### src/rtl/osc_ctl_pkg.sv
package osc_ctl_pkg;
  localparam logic [1:0] PWR_RUN = 2'd0;

  localparam int B_INT_EN  = 0;
  localparam int B_KEEP_ON = 1;
  localparam int B_INT_RDY = 2;
  localparam int B_EXT_EN  = 4;
  localparam int B_EXT_RDY = 5;
  localparam int B_EXT_BYP = 6;
  localparam int B_CSS_EN  = 7;

  localparam int DIV_W     = 3;
  localparam int DIV_NUM   = 3;
  localparam int REG_MIN_W = 19;

  function automatic int div_lsb(input int idx);
    return 8 + 4 * idx;
  endfunction
endpackage

### src/rtl/osc_ready_tracker.sv
module osc_ready_tracker #(
  parameter int STAB_CYC = 16,
  parameter int FALL_CYC = 6
) (
  input  logic clk,
  input  logic rst_n,
  input  logic osc_on,
  output logic rdy
);
  localparam int MAXC = (STAB_CYC > FALL_CYC) ? STAB_CYC : FALL_CYC;
  localparam int CW   = $clog2(MAXC + 1);
  localparam logic [CW-1:0] STAB_LAST = CW'(STAB_CYC - 1);
  localparam logic [CW-1:0] FALL_LAST = CW'(FALL_CYC - 1);

  logic [CW-1:0] cnt_q;
  logic          rdy_q;

  // one counter times both the start-up window and the stop delay
  always_ff @(posedge clk or negedge rst_n) begin
    if (!rst_n) begin
      cnt_q <= '0;
      rdy_q <= 1'b0;
    end else if (osc_on) begin
      if (rdy_q) begin
        cnt_q <= '0;
      end else if (cnt_q == STAB_LAST) begin
        rdy_q <= 1'b1;
        cnt_q <= '0;
      end else begin
        cnt_q <= cnt_q + 1'b1;
      end
    end else begin
      if (!rdy_q) begin
        cnt_q <= '0;
      end else if (cnt_q == FALL_LAST) begin
        rdy_q <= 1'b0;
        cnt_q <= '0;
      end else begin
        cnt_q <= cnt_q + 1'b1;
      end
    end
  end

  assign rdy = rdy_q;


  rise_needs_on_chk: assert property (@(posedge clk) disable iff (!rst_n)
    $rose(rdy_q) |-> $past(osc_on));

  fall_needs_off_chk: assert property (@(posedge clk) disable iff (!rst_n)
    $fell(rdy_q) |-> $past(!osc_on));
endmodule

### src/rtl/osc_fail_guard.sv
module osc_fail_guard (
  input  logic clk,
  input  logic rst_n,
  input  logic css_en,
  input  logic ext_rdy,
  input  logic ext_fail,
  input  logic src_is_int,
  output logic det_on,
  output logic fb_req
);
  logic tripped_q;
  logic fb_q;
  logic hit;

  assign det_on = css_en & ext_rdy & ~tripped_q;
  assign hit    = det_on & ext_fail;

  always_ff @(posedge clk or negedge rst_n) begin
    if (!rst_n) begin
      tripped_q <= 1'b0;
      fb_q      <= 1'b0;
    end else begin
      if (hit)          tripped_q <= 1'b1;
      else if (!ext_rdy) tripped_q <= 1'b0;
      if (hit)             fb_q <= 1'b1;
      else if (src_is_int) fb_q <= 1'b0;
    end
  end

  assign fb_req = fb_q;


  det_drops_chk: assert property (@(posedge clk) disable iff (!rst_n)
    (det_on && ext_fail) |=> !det_on);

  fb_cause_chk: assert property (@(posedge clk) disable iff (!rst_n)
    $rose(fb_q) |-> $past(ext_fail));
endmodule

### src/rtl/osc_ctl_reg.sv
module osc_ctl_reg
  import osc_ctl_pkg::*;
#(
  parameter int DATA_W       = 32,
  parameter int INT_STAB_CYC = 16,
  parameter int EXT_STAB_CYC = 64,
  parameter int FALL_CYC     = 6
) (
  input  logic              clk,
  input  logic              rst_n,
  input  logic              wr_en,
  input  logic [DATA_W-1:0] wr_data,
  output logic [DATA_W-1:0] rd_data,
  input  logic [1:0]        pwr_mode,
  input  logic [1:0]        sys_src,
  input  logic              ext_fail,
  output logic              int_osc_en,
  output logic              ext_osc_en,
  output logic              ext_bypass,
  output logic              int_rdy,
  output logic              ext_rdy,
  output logic              css_det_en,
  output logic              fallback_req
);
  localparam int N_OSC = 2;

  logic int_en_q, keep_q, ext_en_q, byp_q, css_q;
  logic int_en_d, keep_d, ext_en_d, byp_d, css_d;
  logic [DIV_W-1:0] div_q [DIV_NUM];

  logic lp, eff_int, eff_ext;
  logic [N_OSC-1:0] osc_on_v, rdy_v;
  logic unused_wr;

  assign lp      = (pwr_mode != PWR_RUN);
  assign eff_int = fallback_req | ~sys_src[0];
  assign eff_ext = ~fallback_req & sys_src[0];

  always_comb begin
    int_en_d = wr_en ? wr_data[B_INT_EN] : int_en_q;
    if (lp)           int_en_d = 1'b0;
    else if (eff_int) int_en_d = 1'b1;

    ext_en_d = wr_en ? wr_data[B_EXT_EN] : ext_en_q;
    if (eff_ext && ext_en_q) ext_en_d = 1'b1;
    if (lp)                  ext_en_d = 1'b0;

    byp_d  = (wr_en && !ext_en_q) ? wr_data[B_EXT_BYP] : byp_q;
    css_d  = css_q | (wr_en & wr_data[B_CSS_EN]);
    keep_d = wr_en ? wr_data[B_KEEP_ON] : keep_q;
  end

  always_ff @(posedge clk or negedge rst_n) begin
    if (!rst_n) begin
      int_en_q <= 1'b1;
      keep_q   <= 1'b0;
      ext_en_q <= 1'b0;
      byp_q    <= 1'b0;
      css_q    <= 1'b0;
    end else begin
      int_en_q <= int_en_d;
      keep_q   <= keep_d;
      ext_en_q <= ext_en_d;
      byp_q    <= byp_d;
      css_q    <= css_d;
    end
  end

  genvar gd;
  generate
    for (gd = 0; gd < DIV_NUM; gd++) begin : g_div
      always_ff @(posedge clk or negedge rst_n) begin
        if (!rst_n)     div_q[gd] <= '0;
        else if (wr_en) div_q[gd] <= wr_data[div_lsb(gd) +: DIV_W];
      end
    end
  endgenerate

  assign int_osc_en = int_en_q | (keep_q & ~pwr_mode[1]);
  assign ext_osc_en = ext_en_q;
  assign ext_bypass = byp_q;
  assign osc_on_v   = {ext_en_q, int_osc_en};

  genvar go;
  generate
    for (go = 0; go < N_OSC; go++) begin : g_osc
      osc_ready_tracker #(
        .STAB_CYC(go == 0 ? INT_STAB_CYC : EXT_STAB_CYC),
        .FALL_CYC(FALL_CYC)
      ) u_trk (
        .clk   (clk),
        .rst_n (rst_n),
        .osc_on(osc_on_v[go]),
        .rdy   (rdy_v[go])
      );
    end
  endgenerate

  assign int_rdy = rdy_v[0];
  assign ext_rdy = rdy_v[1];

  osc_fail_guard u_guard (
    .clk       (clk),
    .rst_n     (rst_n),
    .css_en    (css_q),
    .ext_rdy   (ext_rdy),
    .ext_fail  (ext_fail),
    .src_is_int(~sys_src[0]),
    .det_on    (css_det_en),
    .fb_req    (fallback_req)
  );

  always_comb begin
    rd_data = '0;
    rd_data[B_INT_EN]  = int_en_q;
    rd_data[B_KEEP_ON] = keep_q;
    rd_data[B_INT_RDY] = int_rdy;
    rd_data[B_EXT_EN]  = ext_en_q;
    rd_data[B_EXT_RDY] = ext_rdy;
    rd_data[B_EXT_BYP] = byp_q;
    rd_data[B_CSS_EN]  = css_q;
    for (int i = 0; i < DIV_NUM; i++) rd_data[div_lsb(i) +: DIV_W] = div_q[i];
  end

  assign unused_wr = ^{wr_data[DATA_W-1:REG_MIN_W], wr_data[15], wr_data[11],
                       wr_data[B_EXT_RDY], wr_data[3], wr_data[B_INT_RDY]};


  lp_int_low_chk: assert property (@(posedge clk) disable iff (!rst_n)
    lp |=> !int_en_q);

  src_int_high_chk: assert property (@(posedge clk) disable iff (!rst_n)
    (!lp && eff_int) |=> int_en_q);

  lp_ext_low_chk: assert property (@(posedge clk) disable iff (!rst_n)
    lp |=> !ext_en_q);

  byp_hold_chk: assert property (@(posedge clk) disable iff (!rst_n)
    ext_en_q |=> $stable(byp_q));

  css_sticky_chk: assert property (@(posedge clk) disable iff (!rst_n)
    css_q |=> css_q);
endmodule

### config.mk
export PLATFORM = sky130hd
export DESIGN_NAME = osc_ctl_reg
export DESIGN_NICKNAME = d
export VERILOG_FILES = /design/src/rtl/osc_ctl_pkg.sv /design/src/rtl/osc_ready_tracker.sv /design/src/rtl/osc_fail_guard.sv /design/src/rtl/osc_ctl_reg.sv
export SDC_FILE = /design/constraint.sdc
export NUM_CORES = 1
export LEC_CHECK = 0
export BUFFER_PORTS_ARGS = -buffer_cell sky130_fd_sc_hd__buf_2
export CAP_MARGIN = 20
export CORE_AREA = 4 4 65 67
export DETAILED_ROUTE_END_ITERATION = 8
export DIE_AREA = 0 0 69 71
export GPL_TIMING_DRIVEN = 1
export HOLD_SLACK_MARGIN = 0.06
export PLACE_DENSITY_LB_ADDON = 0.25
export SYNTH_ARGS = -nofsm -noshare
export SYNTH_HDL_FRONTEND = slang
export SYNTH_SLANG_ARGS = --single-unit
### constraint.sdc
create_clock -name clk -period 1.73 [get_ports clk]
set_clock_uncertainty 0.15 [all_clocks]
set_input_delay 0.346 -clock clk [delete_from_list [all_inputs] [get_ports clk]]
set_output_delay 0.346 -clock clk [all_outputs]
set_load 0.02 [all_outputs]
==> results.py <==
metrics = {
    "clock_tree": {
        "cts_sinks": 30,
        "cts-root-to-sink-buffers": 2,
        "root_buffer": "clkbuf_8",
        "clock_insertion_delay_worst_skew_ns": 0.28,
        "clkTransAtPathRegs_ns": 0.06,
        "cts_tree": "done",
        "total_cts_buffers": 5,
        "cts_max_level": 2,
        "cts_post_setup_buffers_inserted": 0,
    },
    "finish": {
        "antenna_diode_count": 0,
        "utilization_pct": 50.7,
        "final_layout_size_suffix_gt1_share_pct": 37.4,
        "final-seq-area_sq_um": 753,
        "n_fill_cell": 345,
        "num-nets-final": 232,
        "final-instance-count-excl-fill": 235,
        "multiInputGateArea_sq_um": 666,
        "postLayoutCellArea_sq_um": 1840,
        "syn_to_final_growth_pct": 16.7,
    },
    "status": {
        "status": "completed",
    },
    "yosys": {
        "synth_area_leaders": "dfrtp_1 (46%), buf_4 (12%), mux2_2 (7.1%), ha_1 (4.8%), a21oi_1 (3.5%)",
        "mappedNetlistArea_sq_um": 1580,
        "post-synth-top-count-cell": "dfrtp_1",
        "yosysWarningCount": 0,
        "yosysUniqueCellTypes": 34,
        "synth.avg_cell_area_sq_um": 11.0,
        "share_of_synthesized_registers_carrying_an_async_set_or_reset_pct": 100,
        "seq_area_frac_synth_pct": 47.6,
        "synth-main-ff-cell": "dfrtp_1",
        "ys_seq_elements": 30,
        "synth_top_cells_by_count": "dfrtp_1 (29), buf_4 (25), a21oi_1 (11)",
        "netlist_instances": 144,
        "synth_edf_count": 0,
        "post-synth-top-area-fraction_pct": 46.0,
        "yosys.area.top_type": "dfrtp_1",
    },
    "grt": {
        "largest_net_degree_at_the_start_of_global_routing": 31,
        "gr-total-overflow": 0,
        "grt_pass1_wl_microns": 5350,
        "grt_antenna_before_repair": 0,
        "gr-usage-all-layers_pct": 13.7,
        "grt_pass1_vias": 1117,
    },
    "detailed_routing": {
        "first_iter_violations": 44,
        "dr.pass1.iters": 4,
        "route.final.wire_length_microns": 3120,
        "total_via_count_after_detailed_routing": 1129,
        "wire_length_per_cell_after_detailed_routing_microns": 13.3,
        "post_drt_antenna_nets": 0,
        "drc": 0,
        "routed_via_density": 4.80,
    },
    "power": {
        "power.switching_mw": 0.418,
        "power_frac_clock_pct": 36.8,
        "comb_power_share_pct": 14.3,
        "power.ir.vdd_worst_mv": 0.557,
        "leakage_power_nw": 0.892,
        "total_power_mw": 1.56,
        "power_report.internal_total_mw": 1.14,
        "power.switching_fraction_pct": 26.8,
        "powerDensity_nw_per_um2": 845,
        "seq_power_share_pct": 48.9,
    },
    "place": {
        "place.detailed.instances": 225,
        "placement.cell_area_sq_um": 1730,
        "place_hpwl_microns": 2350,
        "routabilityCongestion": 0.848,
        "number_of_buffers_added_on_ports": 43,
    },
    "setup_path": {
        "critPathArrivalTime_ns": 1.18,
        "cp_delay_by_family_top": "flip-flops",
        "path_max_fanout": 4,
        "critical_path.n_buffers_inverters": 2,
        "crit_slowest_cell": "dfrtp_1",
        "timing.critical_path.from_type": "register",
        "timing_worst_setup_path_type": "reg -> out",
        "worst_ep_required_time_ns": 1.23,
        "crit_path_max_incr_delay_ns": 0.40,
        "kind_of_capture_point_of_the_worst_setup_path": "output port",
        "chain_of_cells_forming_the_critical_path": "nor2b_2, nor2_2, inv_1, buf_2",
    },
    "timing": {
        "slew_violations": 0,
        "max_slew_margin_pct": 55.9,
        "rsz0062_at_grt": "true",
        "setup-violations-final": 0,
        "finalHoldViolCount": 0,
        "timing_worst_slew_pin_value_ns": 0.661,
        "setup_total_negative_slack_ns": 0,
        "period_minus_slack_ns": 1.67,
        "fmax_mhz": 598,
        "min_period_over_period_pct": 96.6,
    },
    "floorplan": {
        "initial_utilization_pct": 43.5,
        "floorplan.die.width_microns": 69,
        "design.portCount": 79,
        "coreArea_sq_um": 3630,
        "placement_rows": 22,
        "dieHeight_microns": 71,
        "design.die.area_sq_um": 4900,
    },
    "run": {
        "max_cap_violations": 0,
    },
    "hold_path": {
        "holdCritPathClass": "in -> reg",
    },
}
==> final timing paths <==
path | startpoint | to | slack [ns] | cells after the start
setup reg to reg | g_osc[0].u_trk.cnt_q[0] | g_osc[0].u_trk.cnt_q[1] | 0.08 | 7
hold / removal | pwr_mode[1] | int_en_q | 0.09 | 2
max in group asynchronous | rst_n | g_osc[1].u_trk.rdy | 0.48 | 2
hold reg to reg | g_osc[0].u_trk.cnt_q[0] | g_osc[0].u_trk.cnt_q[0] | 0.34 | 1
setup / recovery | keep_q | int_osc_en | 0.06 | 4
min in group asynchronous | rst_n | rd_data[16] | 0.48 | 2
==> cells by family after synthesis <==
family	after synthesis	share of synthesized area, %
XOR/XNOR	5	2.77
flip-flops	30	47.6
buffers and inverters	34	14.1
adder cells (fa/ha/maj)	6	4.75
AO/OA/AOI/OAI	27	11.5
multiplexers	11	7.77
AND/OR/NAND/NOR	30	11.3
other	1	0.237
==> metal layers <==
layer / track usage (%) / part of all wire [%]
met5: 0 / 0
met4: 5.86 / 1.7
met3: 6.25 / 9.4
met2: 21.3 / 47
met1: 16.4 / 42
==> power groups by stage <==
stage,clock network (mW),registers (mW),logic (mW)
5_1_grt,0.630,0.768,0.246
3_3_place_gp,0,0.772,0.216
2_1_floorplan,0,0.803,0.142
6_report,0.573,0.762,0.223
4_1_cts,0.594,0.762,0.226
3_5_place_dp,0,0.775,0.221
==> layout make-up <==
cell class | instances | area share (%)
clock inverter | 1 | 0.272
timing repair buffer | 46 | 13.2
multi-input combinational | 95 | 36.1
clock buffer | 7 | 4.68
inverter | 8 | 1.63
sequential | 30 | 40.9
tap | 48 | 3.26
==> repair_timing <==
item | CTS | global route
hold buffers | 2 | 0
gates resized for setup | 2 | 2
hold endpoints to repair | 30 | 0
endpoints found under the setup margin | 3 | 4
==> flip-flops by register name, summed over array words and instances (netlist names) <==
register and flops:
u_guard.fb_req 1, rd_data 9, ext_osc_en 1, g_osc.u_trk.rdy 2
u_guard.tripped_q 1, keep_q 1, int_en_q 1, g_osc.u_trk.cnt_q 12
css_q 1, ext_bypass 1
==> cell usage in the layout (no fill, tap or decap), drive strengths merged, types with 2 or more instances in the layout <==
master / Yosys / layout
o21ai: 6 / 6
clkbuf: 0 / 7
buf: 26 / 44
nand2b: 2 / 2
o31ai: 2 / 2
nand4: 2 / 2
a21oi: 11 / 11
xor2: 3 / 3
a211oi: 2 / 2
nand3: 6 / 6
ha: 6 / 6
nor2b: 5 / 5
dfrtp: 29 / 29
nor2: 5 / 5
nand2: 5 / 5
dlygate4sd3: 0 / 2
inv: 8 / 8
xnor2: 2 / 2
nand4bb: 2 / 2
mux2: 10 / 10
conb: 1 / 16
==> through the flow <==
step / hold slack [ns] / setup WS [ns]
after detailed placement: 0.281 / 0.00569
final: 0.0889 / 0.0581
after global placement: 0.269 / 0.0869
after global routing: 0.0851 / -0.0490
after CTS: 0.0835 / 0.00422
after floorplan: -0.0996 / 0.192
(Power assumes the default switching activity.)
